==> src/rtl/pbh_pkg.sv <==
// Package: shared status codes and cycle kinds for the peripheral bus
// handshake translator. Assumes a 4-bit processor status field.
package pbh_pkg;

    localparam int ST_W = 4;

    localparam logic [ST_W-1:0] ST_IO_REF = 4'b0010;
    localparam logic [ST_W-1:0] ST_VI_ACK = 4'b0111;
    localparam logic [ST_W-1:0] ST_FETCH1 = 4'b1100;

    typedef enum logic [1:0] {
        CYC_NONE  = 2'd0,
        CYC_IO    = 2'd1,
        CYC_VIACK = 2'd2,
        CYC_FETCH = 2'd3
    } cyc_kind_e;

    // Map a status code to the kind of peripheral cycle it calls for.
    function automatic cyc_kind_e classify(input logic [ST_W-1:0] st);
        case (st)
            ST_IO_REF: classify = CYC_IO;
            ST_VI_ACK: classify = CYC_VIACK;
            ST_FETCH1: classify = CYC_FETCH;
            default:   classify = CYC_NONE;
        endcase
    endfunction

endpackage

==> src/rtl/pbh_cycle_latch.sv <==
// Cycle latch: finds address-strobe edges by comparing with the previous
// sample. On the rising edge it captures cycle kind, direction and port
// select. On the falling edge it drops the captured cycle.
// Assumes as_n is synchronous to clk.
module pbh_cycle_latch
    import pbh_pkg::*;
#(
    parameter int SEL_TOTAL_W = 4
) (
    input  logic                   clk,
    input  logic                   rst_n,
    input  logic                   as_n,
    input  logic [ST_W-1:0]        status,
    input  logic                   rw,
    input  logic [SEL_TOTAL_W-1:0] ad_sel,
    output cyc_kind_e              kind_q,
    output logic                   rd_q,
    output logic [SEL_TOTAL_W-1:0] sel_q
);

    logic as_q;
    logic as_rise;
    logic as_fall;

    // Edge detection against the previous address-strobe sample.
    always_comb begin
        as_rise = !as_q && as_n;
        as_fall = as_q && !as_n;
    end

    // Capture the cycle on the strobe rise; forget it on the strobe fall.
    always_ff @(posedge clk) begin
        if (!rst_n) begin
            as_q   <= 1'b1;
            kind_q <= CYC_NONE;
            rd_q   <= 1'b0;
            sel_q  <= '0;
        end else begin
            as_q <= as_n;
            if (as_rise) begin
                kind_q <= classify(status);
                rd_q   <= rw;
                sel_q  <= ad_sel;
            end else if (as_fall) begin
                kind_q <= CYC_NONE;
            end
        end
    end


    sel_capture_chk: assert property (@(posedge clk) disable iff (!rst_n)
        (!as_q && as_n) |=> (sel_q == $past(ad_sel) && rd_q == $past(rw)));


    cycle_drop_chk: assert property (@(posedge clk) disable iff (!rst_n)
        (as_q && !as_n) |=> (kind_q == CYC_NONE));

endmodule

==> src/rtl/pbh_ce_bank.sv <==
// One chip-enable decoder bank: when enabled and the bank field matches
// BANK_ID, it drives low the single enable picked by the device field.
// Assumes the enable input is already qualified by an I/O cycle.
module pbh_ce_bank #(
    parameter int SEL_W   = 3,
    parameter int BANK_W  = 1,
    parameter int BANK_ID = 0
) (
    input  logic                    en,
    input  logic [BANK_W-1:0]       bank,
    input  logic [SEL_W-1:0]        dev,
    output logic [(1<<SEL_W)-1:0]   ce_n
);

    localparam logic [BANK_W-1:0] MY_BANK = BANK_W'(BANK_ID);

    // Decode the device field once this bank is addressed.
    always_comb begin
        ce_n = '1;
        if (en && bank == MY_BANK) begin
            ce_n[dev] = 1'b0;
        end
    end

endmodule

==> src/rtl/pbh_strobe_gen.sv <==
// Strobe generator: gates the data strobe into I/O request, machine-cycle-one
// and read strobes according to the captured cycle kind.
// Assumes kind and direction are held steady for the whole data-strobe window.
module pbh_strobe_gen
    import pbh_pkg::*;
(
    input  logic      clk,
    input  logic      rst_n,
    input  cyc_kind_e kind,
    input  logic      rd_q,
    input  logic      ds_n,
    output logic      iorq_n,
    output logic      m1_n,
    output logic      rd_n
);

    // Pick which strobes follow the data strobe in this cycle.
    always_comb begin
        iorq_n = 1'b1;
        m1_n   = 1'b1;
        rd_n   = 1'b1;
        case (kind)
            CYC_IO: begin
                iorq_n = ds_n;
                rd_n   = ds_n | !rd_q;
            end
            CYC_VIACK: begin
                iorq_n = ds_n;
                m1_n   = ds_n;
            end
            CYC_FETCH: begin
                m1_n = ds_n;
            end
            default: ;
        endcase
    end


    strobes_idle_chk: assert property (@(posedge clk) disable iff (!rst_n)
        ds_n |-> (iorq_n && m1_n && rd_n));


    rd_needs_iorq_chk: assert property (@(posedge clk) disable iff (!rst_n)
        !rd_n |-> !iorq_n);

endmodule

==> src/rtl/pbh_translator.sv <==
// Top level: the processor's status-coded bus goes in, a three-strobe
// peripheral handshake and per-device chip enables come out. It holds one
// cycle latch, one strobe generator and one decoder bank per bank value.
// Assumes all inputs are synchronous to clk.
module pbh_translator
    import pbh_pkg::*;
#(
    parameter int SEL_W  = 3,
    parameter int BANK_W = 1
) (
    input  logic                              clk,
    input  logic                              rst_n,
    input  logic [3:0]                        status,
    input  logic                              as_n,
    input  logic                              ds_n,
    input  logic                              rw,
    input  logic [SEL_W+BANK_W-1:0]           ad_sel,
    output logic [(1<<(SEL_W+BANK_W))-1:0]    ce_n,
    output logic                              iorq_n,
    output logic                              m1_n,
    output logic                              rd_n
);

    localparam int TOTAL_W   = SEL_W + BANK_W;
    localparam int DEV_PER_B = 1 << SEL_W;
    localparam int NUM_BANKS = 1 << BANK_W;

    cyc_kind_e          kind_q;
    logic               rd_q;
    logic [TOTAL_W-1:0] sel_q;
    logic               io_en;

    pbh_cycle_latch #(
        .SEL_TOTAL_W(TOTAL_W)
    ) u_latch (
        .clk    (clk),
        .rst_n  (rst_n),
        .as_n   (as_n),
        .status (status),
        .rw     (rw),
        .ad_sel (ad_sel),
        .kind_q (kind_q),
        .rd_q   (rd_q),
        .sel_q  (sel_q)
    );

    // Chip-enable decoding is enabled only by an I/O reference cycle.
    always_comb io_en = (kind_q == CYC_IO);

    for (genvar b = 0; b < NUM_BANKS; b++) begin : g_bank
        pbh_ce_bank #(
            .SEL_W  (SEL_W),
            .BANK_W (BANK_W),
            .BANK_ID(b)
        ) u_bank (
            .en   (io_en),
            .bank (sel_q[TOTAL_W-1:SEL_W]),
            .dev  (sel_q[SEL_W-1:0]),
            .ce_n (ce_n[b*DEV_PER_B +: DEV_PER_B])
        );
    end

    pbh_strobe_gen u_strobe (
        .clk    (clk),
        .rst_n  (rst_n),
        .kind   (kind_q),
        .rd_q   (rd_q),
        .ds_n   (ds_n),
        .iorq_n (iorq_n),
        .m1_n   (m1_n),
        .rd_n   (rd_n)
    );


    ce_onehot_chk: assert property (@(posedge clk) disable iff (!rst_n)
        $onehot0(~ce_n));


    ack_no_select_chk: assert property (@(posedge clk) disable iff (!rst_n)
        (!iorq_n && !m1_n) |-> (&ce_n && rd_n));


    m1_no_enable_chk: assert property (@(posedge clk) disable iff (!rst_n)
        (!m1_n) |-> (&ce_n));

endmodule

==> config.mk <==
export PLATFORM = sky130hd
export DESIGN_NAME = pbh_translator
export DESIGN_NICKNAME = d
export VERILOG_FILES = /design/src/rtl/pbh_pkg.sv /design/src/rtl/pbh_cycle_latch.sv /design/src/rtl/pbh_ce_bank.sv /design/src/rtl/pbh_strobe_gen.sv /design/src/rtl/pbh_translator.sv
export SDC_FILE = /design/constraint.sdc
export NUM_CORES = 1
export LEC_CHECK = 0
export CAP_MARGIN = 10
export CORE_ASPECT_RATIO = 0.75
export CORE_MARGIN = 5
export CORE_UTILIZATION = 30
export DETAILED_ROUTE_END_ITERATION = 8
export GPL_TIMING_DRIVEN = 0
export PLACE_DENSITY_LB_ADDON = 0.25
export REMOVE_ABC_BUFFERS = 1
export SLEW_MARGIN = 10
export SYNTH_ARGS = -nofsm -noshare
export SYNTH_HDL_FRONTEND = slang
export SYNTH_SLANG_ARGS = --single-unit
==> constraint.sdc <==
create_clock -name clk -period 2.6 [get_ports clk]
set_input_delay 0.39 -clock clk [delete_from_list [all_inputs] [get_ports clk]]
set_output_delay 0.39 -clock clk [all_outputs]
set_load 0.03 [all_outputs]
==> impl_metrics.py <==
metrics = {
    "timing": {
        "fmax_ghz": 0.431,
        "setup_viol": 0,
        "grt_setup_unrepaired": "false",
        "slew_viol_final": 0,
        "clock_skew_ps": 4.85,
        "fin_tns_setup_ps": 0,
        "fin_crit_sh_pct": 89.2,
        "finalHoldViolations": 0,
        "tightest_slew_ps": 377,
        "finalCriticalPeriod_ps": 2320,
        "maxSlewHeadroom_pct": 74.9,
    },
    "setup_path": {
        "critPathMaxFanout": 5,
        "arrival_ps": 1930,
        "end_kind": "output pin",
        "critPathLaunchType": "register",
        "required_ps": 2210,
        "timing_worst_setup_path_type": "register to output pin",
    },
    "finish": {
        "syn_to_final_growth_pct": 63.7,
        "final_cell_area_um2": 885,
        "fin_util_pct": 51.3,
        "fin_nets": 117,
        "diodes": 0,
        "final_layout_size_suffix_gt1_share_pct": 5.10,
    },
    "clocking": {
        "ctsLongestPathBuffers": 2,
        "path_clk_slew_ps": 60,
        "ctsResizeCount": 0,
        "cts.sinks": 8,
        "cts_hold_buffers": 0,
        "root_buffer": "clkbuf_4",
        "htree_levels": 1,
        "worstSkewPairLatency_ps": 250,
        "cts_tree": "built",
        "cts_inserted_buffers": 3,
        "postCtsSetupBuffers": 0,
    },
    "synthesis": {
        "ys_seq_area_share_pct": 29.6,
        "synth_cells": 66,
        "synth-seq-cells": 8,
        "synth_area_leaders": "dfxtp_1 30%, nand2_1 9.7%, ha_1 9.3%",
        "yosysWarnings": 0,
        "synth_cell_types": 24,
        "syn_area_per_cell_um2": 8.19,
        "synth_area_leader_cell": "dfxtp_1",
        "synth_top_area_share_pct": 29.6,
        "syn_area_um2": 541,
    },
    "place": {
        "dp_hpwl_um": 1110,
        "port_buffers": 31,
        "gp_congestion": 0.676,
        "placed_cell_area_um2": 862,
    },
    "power": {
        "p_per_area_mw_per_mm2": 302,
        "leakage_nw": 0.344,
        "vdd_drop_max_mv": 0.323,
    },
    "routing": {
        "ant_nets": 0,
        "vias_per_cell": 4.53,
        "dr.first_iter.drc_count": 7,
        "routed_wl_um": 1360,
        "route.detailed.drc": 0,
        "via_count": 543,
        "firstDrtPassIters": 4,
        "wire_per_inst_um": 11.3,
    },
    "global_route": {
        "antenna_found_initial": 0,
        "grt_usage_pct": 11.0,
        "grt_pass1_wl_um": 2230,
        "grt_pass1_vias": 539,
        "globalRouteOverflowTotal": 0,
        "grt_max_degree": 11,
    },
    "floorplan": {
        "fp.dieW_um": 59.0,
        "top_level_ports": 32,
        "num_rows": 13,
        "die-area_mm2": 0.00276,
        "die_height_um": 46.8,
        "core_area_mm2": 0.00172,
        "initial_core_util_pct": 31.3,
    },
    "min_path": {
        "min_path_type": "register to register",
    },
    "job": {
        "cap_viol_max_count": 0,
    },
    "status": {
        "outcome": "completed",
    },
}
-- registers in the layout, summed over array words and instances, names as in the netlist --
register and count:
u_latch.kind_q 2, u_latch.rd_q 1, u_latch.as_q 1, u_latch.sel_q 4
-- worst max-delay path: stages, from the launching register on --
cell,delay (ps)
dfxtp_1,370
inv_1,60
ha_1,220
and3b_1,250
nand3_1,100
clkdlybuf4s50_1,670
-- routing by layer --
layer	global-route usage, %	up-vias	wire [um]
li1	-	290	-
met1	14.2	240	671
met2	16.7	13	621
met3	6.04	0	65
met4	1.36	0	0
met5	0	-	0
-- logic make-up (layout without fill, tap and decap cells) --
group / Yosys count / in the layout / synth area share (%)
flops: 8 / 8 / 29.6
compound gates: 5 / 5 / 6.25
mux: 5 / 5 / 9.26
fa+ha+maj: 4 / 4 / 9.26
buf+inv: 5 / 37 / 5.09
simple gates: 39 / 39 / 40.5
-- cells in the mapped netlist, drive strengths merged --
cell type,instances
nor3b,1
nor2b,5
dfxtp,8
buf,2
a32o,1
and4bb,1
a21oi,1
nand3,5
o21bai,1
and3b,2
o22ai,1
mux2i,5
inv,3
ha,4
nand2b,2
nor2,3
nand4b,1
and3,1
or2,1
nand2,14
and2b,2
o21ai,1
nand3b,1
-- through the flow --
stage | worst slack, ps | hold WS [ps] | total power [mW] | instances
after floorplan | 1130 | 463 | 0.150 | 64
after global placement | 501 | 509 | 0.175 | 117
after detailed placement | 490 | 517 | 0.176 | 117
after CTS | 268 | 526 | 0.272 | 120
after global routing | 111 | 581 | 0.285 | 120
final | 281 | 517 | 0.267 | 120
-- power breakdown --
| part | internal (mW) | leakage [nW] | switching, mW |
|---|---|---|---|
| registers | 0.126 | 0.0651 | 0.00392 |
| logic | 0.0274 | 0.265 | 0.0151 |
| clock network | 0.0528 | 0.0138 | 0.0416 |
-- cell usage in the layout, fill, tap and decap left out, types with 2 or more instances in the layout --
master and n:
nand3_1 5, nor2_1 3, dfxtp_1 8, clkbuf_4 3
clkdlybuf4s50_1 31, and2b_1 2, inv_1 3, and3b_1 2
nand2_1 14, nand2b_1 2, mux2i_1 5, ha_1 4
nor2b_1 5
-- cell type report --
cell class | count | area (um^2)
clock buffer | 3 | 22.5
inverter | 3 | 11.3
tap | 22 | 27.5
multi-input combinational | 53 | 353
timing repair buffer | 31 | 310
sequential | 8 | 160
fill | 182 | 840
-- worst paths after layout --
kind | from | endpoint | slack, ps | cells past startpoint
max | u_latch.kind_q[1] | ce_n[14] | 280 | 5
min | u_latch.rd_q | u_latch.rd_q | 520 | 2
max reg2reg | u_latch.as_q | u_latch.kind_q[0] | 1370 | 4
min reg2reg | u_latch.rd_q | u_latch.rd_q | 520 | 2
Power figures use the tool's default switching activity.
